--- config.mk ---
export PLATFORM = sky130hd
export DESIGN_NAME = seg_frame_monitor
export DESIGN_NICKNAME = d
export VERILOG_FILES = /design/src/rtl/segchk_pkg.sv /design/src/rtl/seg_mty_fix.sv /design/src/rtl/seg_chan_tracker.sv /design/src/rtl/seg_viol_recorder.sv /design/src/rtl/seg_frame_monitor.sv
export SDC_FILE = /design/constraint.sdc
export NUM_CORES = 1
export LEC_CHECK = 0
export BUFFER_PORTS_ARGS = -buffer_cell sky130_fd_sc_hd__buf_2
export CORE_UTILIZATION = 45
export DETAILED_ROUTE_END_ITERATION = 8
export PLACE_DENSITY = 0.65
export SKIP_LAST_GASP = 1
export SLEW_MARGIN = 30
export SYNTH_ARGS = -nofsm -noshare
export SYNTH_HDL_FRONTEND = slang
export SYNTH_HIERARCHICAL = 1
export SYNTH_SLANG_ARGS = --single-unit
--- constraint.sdc ---
create_clock -name clk -period 3.32 [get_ports clk]
set_input_delay 0.166 -clock clk [delete_from_list [all_inputs] [get_ports clk]]
set_output_delay 0.166 -clock clk [all_outputs]
set_load 0.01 [all_outputs]
--- src/rtl/segchk_pkg.sv ---
package segchk_pkg;
    typedef enum logic {CH_IDLE = 1'b0, CH_OPEN = 1'b1} chan_st_e;
    typedef enum logic {MON_CLEAN = 1'b0, MON_FAULT = 1'b1} mon_st_e;
    typedef enum logic [1:0] {
        VC_NONE      = 2'b00,
        VC_DUP_START = 2'b01,
        VC_ORPHAN    = 2'b10
    } viol_code_e;
endpackage

--- src/rtl/seg_mty_fix.sv ---
module seg_mty_fix #(
    parameter int MTYW = 4
) (
    input  logic            en,
    input  logic            eop,
    input  logic            err,
    input  logic [MTYW-1:0] mty_in,
    output logic [MTYW-1:0] mty_out
);
    // the error marker clears all but the top bit of the empty count
    always_comb begin
        mty_out = '0;
        if (en && eop) begin
            if (err) mty_out = {mty_in[MTYW-1], {(MTYW-1){1'b0}}};
            else     mty_out = mty_in;
        end
    end
endmodule

--- src/rtl/seg_chan_tracker.sv ---
module seg_chan_tracker
    import segchk_pkg::*;
#(
    parameter int NSEG  = 4,
    parameter int NCHAN = 16,
    localparam int CHW  = (NCHAN > 1) ? $clog2(NCHAN) : 1
) (
    input  logic                clk,
    input  logic                rst_n,
    input  logic [NSEG-1:0]     seg_en,
    input  logic [NSEG-1:0]     seg_sop,
    input  logic [NSEG-1:0]     seg_eop,
    input  logic [NSEG*CHW-1:0] seg_chan,
    output logic [NSEG-1:0]     viol_dup,
    output logic [NSEG-1:0]     viol_orph
);
    chan_st_e state_q [NCHAN];
    chan_st_e state_d [NCHAN];

    // state register: one two-state machine per channel
    always_ff @(posedge clk) begin
        for (int c = 0; c < NCHAN; c++) begin
            if (!rst_n) state_q[c] <= CH_IDLE;
            else        state_q[c] <= state_d[c];
        end
    end

    // segments are walked in ascending order, each one sees the states left by the ones below it
    always_comb begin
        logic [CHW-1:0] ch;
        for (int c = 0; c < NCHAN; c++) state_d[c] = state_q[c];
        viol_dup  = '0;
        viol_orph = '0;
        for (int s = 0; s < NSEG; s++) begin
            ch = seg_chan[s*CHW +: CHW];
            if (seg_en[s]) begin
                unique case (state_d[ch])
                    CH_OPEN: viol_dup[s]  = seg_sop[s];
                    CH_IDLE: viol_orph[s] = !seg_sop[s];
                endcase
                if (seg_eop[s])      state_d[ch] = CH_IDLE;
                else if (seg_sop[s]) state_d[ch] = CH_OPEN;
            end
        end
    end

    // start on segment 0 against an already open channel
    p_dup_seg0_r3: assert property (@(posedge clk) disable iff (!rst_n)
        (seg_en[0] && seg_sop[0] && state_q[seg_chan[CHW-1:0]] == CH_OPEN) |-> viol_dup[0]);

    // an end on the last segment leaves that channel idle
    p_end_closes_r5: assert property (@(posedge clk) disable iff (!rst_n)
        (seg_en[NSEG-1] && seg_eop[NSEG-1])
        |=> state_q[$past(seg_chan[(NSEG-1)*CHW +: CHW])] == CH_IDLE);

    for (genvar s = 0; s < NSEG; s++) begin : g_quiet
        // a disabled segment never violates
        p_off_quiet_r2: assert property (@(posedge clk) disable iff (!rst_n)
            !seg_en[s] |-> !(viol_dup[s] || viol_orph[s]));
    end
endmodule

--- src/rtl/seg_viol_recorder.sv ---
module seg_viol_recorder
    import segchk_pkg::*;
#(
    parameter int NSEG  = 4,
    localparam int SEGW = (NSEG > 1) ? $clog2(NSEG) : 1
) (
    input  logic            clk,
    input  logic            rst_n,
    input  logic [NSEG-1:0] viol_dup,
    input  logic [NSEG-1:0] viol_orph,
    output logic            viol_flag,
    output logic [1:0]      viol_code,
    output logic [SEGW-1:0] viol_seg
);
    mon_st_e    mon_q, mon_d;
    viol_code_e code_q, first_code;
    logic [SEGW-1:0] seg_q, first_seg;
    logic any_viol;

    // lowest violating segment wins
    always_comb begin
        any_viol   = |(viol_dup | viol_orph);
        first_code = VC_NONE;
        first_seg  = '0;
        for (int s = NSEG - 1; s >= 0; s--) begin
            if (viol_dup[s] || viol_orph[s]) begin
                first_code = viol_dup[s] ? VC_DUP_START : VC_ORPHAN;
                first_seg  = SEGW'(s);
            end
        end
    end

    always_comb begin
        mon_d = mon_q;
        unique case (mon_q)
            MON_CLEAN: if (any_viol) mon_d = MON_FAULT;
            MON_FAULT: mon_d = MON_FAULT;
        endcase
    end

    // state register with capture on the CLEAN->FAULT transition
    always_ff @(posedge clk) begin
        if (!rst_n) begin
            mon_q  <= MON_CLEAN;
            code_q <= VC_NONE;
            seg_q  <= '0;
        end else begin
            mon_q <= mon_d;
            if (mon_q == MON_CLEAN && any_viol) begin
                code_q <= first_code;
                seg_q  <= first_seg;
            end
        end
    end

    // output process
    always_comb begin
        viol_flag = (mon_q == MON_FAULT);
        viol_code = code_q;
        viol_seg  = seg_q;
    end

    // once raised, the report is frozen
    p_sticky_r8: assert property (@(posedge clk) disable iff (!rst_n)
        viol_flag |=> (viol_flag && $stable(viol_code) && $stable(viol_seg)));
    // a raised flag always carries a real code
    p_code_real_r8: assert property (@(posedge clk) disable iff (!rst_n)
        viol_flag |-> (viol_code == VC_DUP_START || viol_code == VC_ORPHAN));
    // a violation in a clean cycle is visible after the edge
    p_report_r10: assert property (@(posedge clk) disable iff (!rst_n)
        (!viol_flag && any_viol) |=> viol_flag);
endmodule

--- src/rtl/seg_frame_monitor.sv ---
module seg_frame_monitor #(
    parameter int NSEG      = 4,
    parameter int NCHAN     = 16,
    parameter int SEG_BYTES = 16,
    localparam int CHW  = (NCHAN > 1) ? $clog2(NCHAN) : 1,
    localparam int MTYW = $clog2(SEG_BYTES),
    localparam int SEGW = (NSEG > 1) ? $clog2(NSEG) : 1
) (
    input  logic                 clk,
    input  logic                 rst_n,
    input  logic [NSEG-1:0]      seg_en,
    input  logic [NSEG-1:0]      seg_sop,
    input  logic [NSEG-1:0]      seg_eop,
    input  logic [NSEG-1:0]      seg_err,
    input  logic [NSEG*CHW-1:0]  seg_chan,
    input  logic [NSEG*MTYW-1:0] seg_mty,
    output logic                 viol_flag,
    output logic [1:0]           viol_code,
    output logic [SEGW-1:0]      viol_seg,
    output logic [NSEG*MTYW-1:0] eff_mty
);
    logic [NSEG-1:0] viol_dup, viol_orph;

    seg_chan_tracker #(.NSEG(NSEG), .NCHAN(NCHAN)) u_track (
        .clk(clk), .rst_n(rst_n),
        .seg_en(seg_en), .seg_sop(seg_sop), .seg_eop(seg_eop), .seg_chan(seg_chan),
        .viol_dup(viol_dup), .viol_orph(viol_orph)
    );

    seg_viol_recorder #(.NSEG(NSEG)) u_rec (
        .clk(clk), .rst_n(rst_n),
        .viol_dup(viol_dup), .viol_orph(viol_orph),
        .viol_flag(viol_flag), .viol_code(viol_code), .viol_seg(viol_seg)
    );

    for (genvar s = 0; s < NSEG; s++) begin : g_mty
        seg_mty_fix #(.MTYW(MTYW)) u_fix (
            .en(seg_en[s]), .eop(seg_eop[s]), .err(seg_err[s]),
            .mty_in(seg_mty[s*MTYW +: MTYW]), .mty_out(eff_mty[s*MTYW +: MTYW])
        );
        // error on an end segment zeroes the low empty bits, keeps the top one
        p_err_mty_r9: assert property (@(posedge clk) disable iff (!rst_n)
            (seg_en[s] && seg_eop[s] && seg_err[s]) |->
            (eff_mty[s*MTYW +: MTYW-1] == '0 &&
             eff_mty[s*MTYW + MTYW-1] == seg_mty[s*MTYW + MTYW-1]));
        // disabled segment gives empty count 0
        p_off_mty_r2: assert property (@(posedge clk) disable iff (!rst_n)
            !seg_en[s] |-> eff_mty[s*MTYW +: MTYW] == '0);
    end
endmodule

### Word-level counts from Yosys, hierarchy flattened

Memories as Yosys holds them, arrays and structs flattened.
Cells that the tools add are included.

* register bits after elaboration: 5
* memories kept: 1
* input bits: 50
* RAM bits: 16
* output and inout bits: 21

Memories
* u_track.state_q: words 16, width 1, rd ports 16, clocked after Yosys merged registers in 0, write ports 16, RTL line seg_chan_tracker.sv:17 `chan_st_e state_q [NCHAN];`

* multiplexer cells: 88
* reduce and logical (&&, ||, !) cells: 18
* bitwise logic cells: 34
* $lt $le $gt $ge: 8

Operators by type and width (count)
* $mux W16: 12
* $and A16 B16 Y16: 4
* $not A16 Y16: 4
* $or A16 B16 Y16: 4
* $mux W1: 47
* $mux W2: 12
* $ge A5 B5 Y1 const B: 4
* $lt A5 B1 Y1 const B: 4
* $not A4 Y5: 4
* $bmux W1 S4: 4
* $demux W1 S4: 4
* $mux W4: 4
* $or A1 B1 Y1: 16
* $mux W3: 4
* $logic_and A1 B1 Y1: 9
* $logic_not A1 Y1: 4
* $logic_or A1 B1 Y1: 4
* $or A4 B4 Y4: 1
* $reduce_or A4 Y1: 1
* $pmux W1 S2: 1
* $not A1 Y1: 1

### Logic depth before layout (Yosys ltp)

Gate-level depths: netlist (run 1).

* word-level depth: 27
* depth in mapped cells: 13
* mapped depth without buffers: 11

### Cells and area by module

The synthesis (run 1) kept the hierarchy.

By module, submodules not included
* seg_chan_tracker: instances 1, cells an instance 377, seq. area each 320.3 um^2, area an instance 2524.9 um^2
* seg_viol_recorder: instances 1, cells an instance 27, seq. area each 100.1 um^2, area an instance 266.5 um^2
* seg_mty_fix: instances 4, cells an instance 4, seq. area each 0.0 um^2, area an instance 36.3 um^2

### Worst setup path before layout (run 1)

No wires, ideal clock.

* path kind: input-to-reg
* start point: input seg_chan[3]
* end point: register u_rec.code_q[0] (netlist: u_rec/viol_code[0])
* data arrival time: 2479 ps
* setup time: 116 ps
* cell stages on the path: 12
* buffers on the path: 1
* setup slack: 725 ps
* cells stage by stage: clkbuf_1 nor2b_1 a21oi_1 nor2_1 mux4_2 a22oi_1 o31ai_1 nor3b_1 nor4_4 a21oi_2 o311ai_1 o211a_1

* elaborated cells between the ends (all ways): 65
* those cells by class: order compare: 2; mux: 47; bitwise: 9; reduce/logical: 7

RTL lines
* start: declaration: RTL line seg_frame_monitor.sv:15 `input logic [NSEG*CHW-1:0] seg_chan,`
* $not A4 Y5 (implied by the code) (*): RTL line seg_chan_tracker.sv:41, seg_chan_tracker.sv:42
* $ge A5 B5 Y1 (implied by the code) or $lt A5 B1 Y1 (tied branches): RTL line seg_chan_tracker.sv:41, seg_chan_tracker.sv:42
* $logic_and A1 B1 Y1 (implied by the code): RTL line seg_chan_tracker.sv:41, seg_chan_tracker.sv:42
* $mux W1 (implied by the code): RTL line seg_chan_tracker.sv:41, seg_chan_tracker.sv:42
* $demux W1 S4 (*): RTL line seg_chan_tracker.sv:41, seg_chan_tracker.sv:42
* $or A16 B16 Y16 (no line) or $not A16 Y16 (tied branches)
* $mux W16 or $and A16 B16 Y16 (tied branches)
* $mux W16 (*): RTL line seg_chan_tracker.sv:41 `if (seg_eop[s]) state_d[ch] = CH_IDLE;`
* $mux W16 (*): RTL line seg_chan_tracker.sv:36 `if (seg_en[s]) begin`
* $bmux W1 S4 (*): RTL line seg_chan_tracker.sv:37 `unique case (state_d[ch])`
* $mux W1 (implied by the code) (*) (2 in series): RTL line seg_chan_tracker.sv:37
* $mux W1 (*): RTL line seg_chan_tracker.sv:37
* $mux W1 (*): RTL line seg_chan_tracker.sv:36
* net viol_orph[1]: RTL line seg_frame_monitor.sv:22 `logic [NSEG-1:0] viol_dup, viol_orph;`
* $or A4 B4 Y4 or $logic_or A1 B1 Y1 (tied branches): RTL line seg_viol_recorder.sv:22, seg_viol_recorder.sv:26
* $reduce_or A4 Y1 or $mux W2 (tied branches): RTL line seg_viol_recorder.sv:22, seg_viol_recorder.sv:26
* $logic_and A1 B1 Y1 or $mux W2 (tied branches): RTL line seg_viol_recorder.sv:49, seg_viol_recorder.sv:26
* end signal: assignment: RTL line seg_viol_recorder.sv:50 `code_q <= first_code;`
* end: declaration: RTL line seg_viol_recorder.sv:16 `viol_code_e code_q, first_code;`

Mark *: on every way through the listed nets, which the timed path passes. The rest lies on a longest branch. The select of a mux whose other input is x is not followed.
A chain may end at the register's enable or synchronous reset.

### Worst setup path in the final report (run 1)

* start point: input seg_chan[1]
* end point: register u_rec.seg_q[0] (netlist: u_rec/viol_seg[0])

* longest elaborated chain between the ends: 27
* elaborated cells between the ends (all ways): 61
* those cells by class: order compare: 2; mux: 43; bitwise: 9; reduce/logical: 7

RTL lines
* $not A4 Y5 (implied by the code) (*): RTL line seg_chan_tracker.sv:41, seg_chan_tracker.sv:42
* $ge A5 B5 Y1 (implied by the code) or $lt A5 B1 Y1 (tied branches): RTL line seg_chan_tracker.sv:41, seg_chan_tracker.sv:42
* $logic_and A1 B1 Y1 (implied by the code): RTL line seg_chan_tracker.sv:41, seg_chan_tracker.sv:42
* $mux W1 (implied by the code): RTL line seg_chan_tracker.sv:41, seg_chan_tracker.sv:42
* $demux W1 S4 (*): RTL line seg_chan_tracker.sv:41, seg_chan_tracker.sv:42
* $or A16 B16 Y16 (no line) or $not A16 Y16 (tied branches)
* $mux W16 or $and A16 B16 Y16 (tied branches)
* $mux W16 (*): RTL line seg_chan_tracker.sv:41
* (+8 left out)
* $mux W16 (*): RTL line seg_chan_tracker.sv:36
* $bmux W1 S4 (*): RTL line seg_chan_tracker.sv:37
* $mux W1 (implied by the code) (*) (2 in series): RTL line seg_chan_tracker.sv:37
* $mux W1 (*): RTL line seg_chan_tracker.sv:37
* $mux W1 (*): RTL line seg_chan_tracker.sv:36
* net viol_orph[3]: RTL line seg_frame_monitor.sv:22
* $logic_or A1 B1 Y1: RTL line seg_viol_recorder.sv:26 `if (viol_dup[s] || viol_orph[s]) begin`
* $mux W2 (4 in series): RTL line seg_viol_recorder.sv:26
* end signal: assignment: RTL line seg_viol_recorder.sv:51 `seg_q <= first_seg;`
* end: declaration: RTL line seg_viol_recorder.sv:17 `logic [SEGW-1:0] seg_q, first_seg;`

Marks and branches as above.

==> reports/results.ini, run 1 <==
[status]
status = complete, no violations

[floorplan]
dieWidth_um = 82.8
dieArea_um2 = 6850
die_h_um = 82.8
initial_core_util_pct = 46.5
rows = 29
io_pins = 71
core-area_um2 = 6310

[placement]
port_buffers = 70
place_hpwl_um = 8460
place.gp.congestion = 1.03
placed_cells = 547

[yosys]
synth_edf_count = 0
syn-num-nets = 470
synth_cells = 420
netlist_area_um2 = 2940
synth_cell_types = 67
yosysWarnings = 6
seq_area_frac_synth_pct = 14.3
avgSynthCellArea_um2 = 6.99
synth-seq-cells = 21
synthArstFlopShare_pct = 0
ys.flop_type = dfxtp_1

[sta]
fin_crit_sh_pct = 90.5
tightest_slew_ps = 655
tns_ps = 0
slew_violations = 0
finalSetupViolations = 0
relSlewSlack_pct = 56.0
rsz0062_at_grt = no
final_hold_viol_count = 0
timing.fmax_mhz = 333
min_period_ps = 3000
clock_skew_ps = 5.38

[global_route]
grt_overflow = 0
grt_first_pass_wirelength_um = 15800
track_usage_pct = 30.9
grt_max_degree = 26
first_global_vias = 3192
antenna_found_initial = 0

[final_layout]
antenna_cells = 0
n_fill_cell = 645
nets = 525
drive_above_1_share_pct = 21.7
multiInputGateArea_um2 = 2350
final_cells = 551
area_growth_pct = 13.0
regArea_um2 = 420

[routing]
drt-pass1-iter-count = 5
vias_per_cell = 6.74
postRouteAntennaNets = 0
drt_iter0_drc = 418
wl_per_cell_um = 19.4
drt-total-wl_um = 10700
drc = 0
dr_total_vias = 3716

[worst_setup_path]
rr_endpoint = u_rec/viol_seg[0]
critPathCapture = u_rec/viol_seg[0]
cp_slowest_cell = or4_1
path_class = input pin to register
path_cells = buf_2, and4bb_2, a21oi_1, o21ai_0, o311ai_1, or4_1, o31ai_1, nor4_1, nor4_4, a21oi_2, o311ai_0, a21boi_0
crit_path_start_kind = input pin
cp-startpoint = seg_chan[1]
worstReg2RegStart = u_track/state_q[1][0]
worst-r2r-setup-slack_ps = 420
crit_required_ps = 3450
max_stage_delay_ps = 570
r2r_cells = 10
critPathCaptureType = register
worstPathMaxFanout = 12
cp.arrival_ps = 3140

[power]
vdd_drop_max_mv = 0.198
power_mw = 0.794
leakage_nw = 1.32
power.density_nw_per_um2 = 239

[clock_network]
clock-sinks = 21
cts-root-buf = clkbuf_8
cts_setup_buffers = 0
path_clk_slew_ps = 80
cts_hold_buffers = 0
cts_resized = 0
clockBufferDepth = 2
cts_max_level = 1
cts_tree = built
numCtsBuffers = 3
insertion_delay_ps = 260

[job]
maxCapViolations = 0

[worst_hold_path]
hp-class = input pin to register

[layout by cell type, fill, tap and decap left out, types with 5 or more instances in the layout]
| cell type | synthesis | routed |
|---|---|---|
| a21oi_1 | 42 | 42 |
| and3_1 | 6 | 6 |
| and4b_1 | 15 | 15 |
| buf_2 | 6 | 70 |
| dfxtp_1 | 21 | 21 |
| inv_1 | 7 | 7 |
| mux4_2 | 7 | 7 |
| nand2_1 | 38 | 38 |
| nand2b_1 | 10 | 10 |
| nand3_1 | 7 | 7 |
| nand4_1 | 9 | 9 |
| nand4b_1 | 5 | 5 |
| nor2_1 | 58 | 58 |
| nor2b_1 | 12 | 12 |
| nor3_1 | 17 | 17 |
| o211a_1 | 7 | 7 |
| o21ai_0 | 30 | 30 |
| o22ai_1 | 23 | 23 |
| or2_2 | 6 | 6 |
| xor2_1 | 5 | 5 |
[flip-flops by register name, indices dropped and copies added (netlist names)]
register	cells
u_rec/viol_flag	1
u_rec/viol_seg	2
u_track/state_q	16
u_rec/viol_code	2
[through the flow]
step / setup WS [ps] / utilization, % / hold slack, ps / instance area (µm²)
detailed placement: 131 / 51.8 / 462 / 3270
global route: 111 / 52.6 / 257 / 3320
CTS: 393 / 52.6 / 240 / 3320
floorplan: 725 / - / 283 / 2940
finish: 315 / 52.6 / 258 / 3320
global placement: 307 / 51.8 / 457 / 3270
[how the worst min path moves through the flow]
stage | cells after the start | slack (ps) | end | from
final | 3 | 260 | u_track/state_q[1][2] | seg_sop[3]
after floorplan | 1 | 280 | u_rec/viol_flag | rst_n
after global routing | 3 | 260 | u_track/state_q[1][1] | seg_sop[3]
after CTS | 3 | 240 | u_track/state_q[1][1] | seg_sop[3]
after global placement | 2 | 460 | u_rec/viol_seg[0] | u_rec/viol_seg[0]
after detailed placement | 2 | 460 | u_rec/viol_code[1] | u_rec/viol_code[1]
[power by group]
group / switching (mW) / internal, mW
clock network: 0.0804 / 0.0846
registers: 0.0106 / 0.268
logic: 0.216 / 0.135
total: 0.307 / 0.487
[routing by layer]
| metal | global-route usage (%) | up-vias | routed length [µm] |
|---|---|---|---|
| met4 | 11.6 | 0 | 376 |
| met3 | 2.08 | 26 | 901 |
| li1 | - | 1723 | - |
| met2 | 51.9 | 246 | 4840 |
| met5 | 0 | - | 0 |
| met1 | 41.3 | 1721 | 4570 |
[final cells by class]
| type | instances | share of cell area (%) |
|---|---|---|
| multi-input combinational | 368 | 70.7 |
| sequential | 21 | 12.7 |
| timing repair buffer | 74 | 11.5 |
| tap | 77 | 2.90 |
| clock buffer | 3 | 1.24 |
| inverter | 7 | 0.792 |
| clock inverter | 1 | 0.226 |
[worst max-delay path: cells and delay by family]
kind / cells / cell delay (ps)
AND/OR/NAND/NOR: 4 / 1540
buffers and inverters: 1 / 170
AO/OA/AOI/OAI: 7 / 1270
[kinds of logic after synthesis]
family,share of synthesized area (%)
buffers and inverters,5.79
DFF,14.3
xor gates and xnor gates,2.09
and+or+nand+nor,38.7
AOI/OAI and AO/OA,33.2
muxes,5.88
[cell usage after synthesis (3+ instances only)]
cell / number / area share [%]
a211oi_1: 3 / 0.77
a21boi_0: 4 / 1.0
a21oi_1: 42 / 7.2
a22o_1: 3 / 0.89
and3_1: 6 / 1.3
and4b_1: 15 / 5.1
buf_2: 6 / 1.0
clkbuf_1: 11 / 1.4
clkbuf_8: 3 / 1.4
dfxtp_1: 21 / 14
inv_1: 7 / 0.89
mux4_2: 7 / 5.4
nand2_1: 38 / 4.9
nand2b_1: 10 / 2.1
nand3_1: 7 / 1.2
nand4_1: 9 / 1.9
nand4b_1: 5 / 1.5
nor2_1: 58 / 7.4
nor2b_1: 12 / 2.6
nor3_1: 17 / 2.9
nor3b_1: 3 / 0.77
o211a_1: 7 / 2.4
o211ai_1: 4 / 1.0
o21a_1: 3 / 0.77
o21ai_0: 30 / 5.1
o22ai_1: 23 / 4.9
o31ai_1: 4 / 1.0
or2_2: 6 / 1.3
or3_1: 3 / 0.64
xor2_1: 5 / 1.5
(Power assumes the default switching activity.)
==> run 2: changes to the inputs <==
- clock period: 3.32 -> 3.3 ns (I/O delays scaled with it)
==> run 2 against run 1 <==
Hold slack worse by 5.7 ps. Setup slack improved by 74 ps. Largest cell class unchanged. Wire length down 0.97%.
==> reports/results.ini, run 2 (same netlist as run 1, synthesis figures left out) <==
[worst_setup_path]
cp.arrival_ps = 3040
crit_path_start_kind = input pin
crit_required_ps = 3430
critPathCaptureType = register
worstPathMaxFanout = 12
path_class = input pin to register

[clock_network]
cts-root-buf = clkbuf_8
cts_hold_buffers = 0
numCtsBuffers = 3
cts_setup_buffers = 0
insertion_delay_ps = 260
clockBufferDepth = 2
cts_tree = built
cts_resized = 0
clock-sinks = 21
cts_max_level = 1
path_clk_slew_ps = 80

[routing]
drt-total-wl_um = 10600
wl_per_cell_um = 19.2
drt-pass1-iter-count = 6
vias_per_cell = 6.75
drt_iter0_drc = 357
drc = 0
dr_total_vias = 3726
postRouteAntennaNets = 0

[floorplan]
die_h_um = 82.8
dieArea_um2 = 6850
dieWidth_um = 82.8
initial_core_util_pct = 46.5
core-area_um2 = 6310
io_pins = 71
rows = 29

[final_layout]
antenna_cells = 0
postLayoutCellArea_um2 = 3330
nets = 526
area_growth_pct = 13.3
final_util_pct = 52.7
drive_above_1_share_pct = 21.9
largest-register = u_track/state_q
final_cell_mix = buf_2, nor2_1, a21oi_1
largest_register_ffs = 16
layout_commonest_cell = buf_2

[power]
p_int_mw = 0.490
power_mw = 0.800
p_comb_share_pct = 44.2
pwr-share-clk_pct = 20.8
switchingPower_mw = 0.310
leakage_nw = 1.32
seqPwrFrac_pct = 35.0
sw_frac_of_total_pct = 38.7
power.density_nw_per_um2 = 241
vdd_drop_max_mv = 0.163

[sta]
final_hold_viol_count = 0
slew_violations = 0
tns_ps = 0
fin_crit_sh_pct = 88.2
finalSetupViolations = 0
clock_skew_ps = 8.16
relSlewSlack_pct = 60.3
timing.fmax_mhz = 344
rsz0062_at_grt = no
tightest_slew_ps = 589
min_period_ps = 2910

[placement]
port_buffers = 70
place_hpwl_um = 8430
placed_area_um2 = 3280
place.gp.congestion = 0.981

[global_route]
first_global_vias = 3285
antenna_found_initial = 0
grt_max_degree = 26
track_usage_pct = 31.2
grt_overflow = 0
grt_first_pass_wirelength_um = 16000

[job]
maxCapViolations = 0

[status]
status = complete, no violations

[worst_hold_path]
hp-class = input pin to register

-- run 2: cell count changes in the layout (fill, tap and decap cells not counted) --
cell   delta
buf_4     +1
-- run 2: final timing paths --
check	start	end	slack, ps	cells past startpoint
setup reg to reg	u_track/state_q[1][0]	u_rec/viol_code[1]	520	10
hold reg to reg	u_rec/viol_seg[0]	u_rec/viol_seg[0]	480	2
hold / removal	seg_sop[3]	u_track/state_q[1][1]	250	3
setup / recovery	seg_chan[1]	u_rec/viol_code[1]	390	12
-- run 2: power by group through the flow --
stage / Combinational (mW) / Clock (mW) / Sequential [mW]
2_1_floorplan: 0.227 / 0 / 0.286
3_3_place_gp: 0.340 / 0 / 0.285
3_5_place_dp: 0.342 / 0 / 0.285
4_1_cts: 0.344 / 0.171 / 0.280
5_1_grt: 0.382 / 0.181 / 0.282
6_report: 0.353 / 0.167 / 0.280
-- run 2: metrics by stage --
stage / cells / worst slack [ps] / hold slack [ps]
2_1_floorplan: 420 / 706 / 282
6_report: 552 / 389 / 252
4_1_cts: 552 / 450 / 234
5_1_grt: 552 / 283 / 268
3_3_place_gp: 548 / 293 / 460
3_5_place_dp: 548 / 175 / 461
-- run 2: worst max-delay path, stage by stage --
cell and delay (ps):
buf_2 170, and4bb_2 370, a21oi_1 130, o21ai_0 440
o311ai_1 150, or4_1 530, o31ai_1 160, nor4_1 180
nor4_4 380, a21oi_2 120, o311ai_1 110, a21boi_0 130
-- run 2: layout make-up --
cell class	instances	area (µm²)
clock buffers	3	41.3
repair buffers	75	388
flip-flops and latches	21	420
well taps	77	96.3
inverters	7	26.3
clock inverters	1	7.51
fillers	647	2990
multi-input cells	368	2350
-- run 2: metal layers --
layer,up-vias,GRT usage (%),part of all wire (%)
met5,-,0,0
met4,0,16.2,4.7
met3,40,2.40,8.5
met2,255,50.7,44
met1,1706,41.1,43
li1,1725,-,-
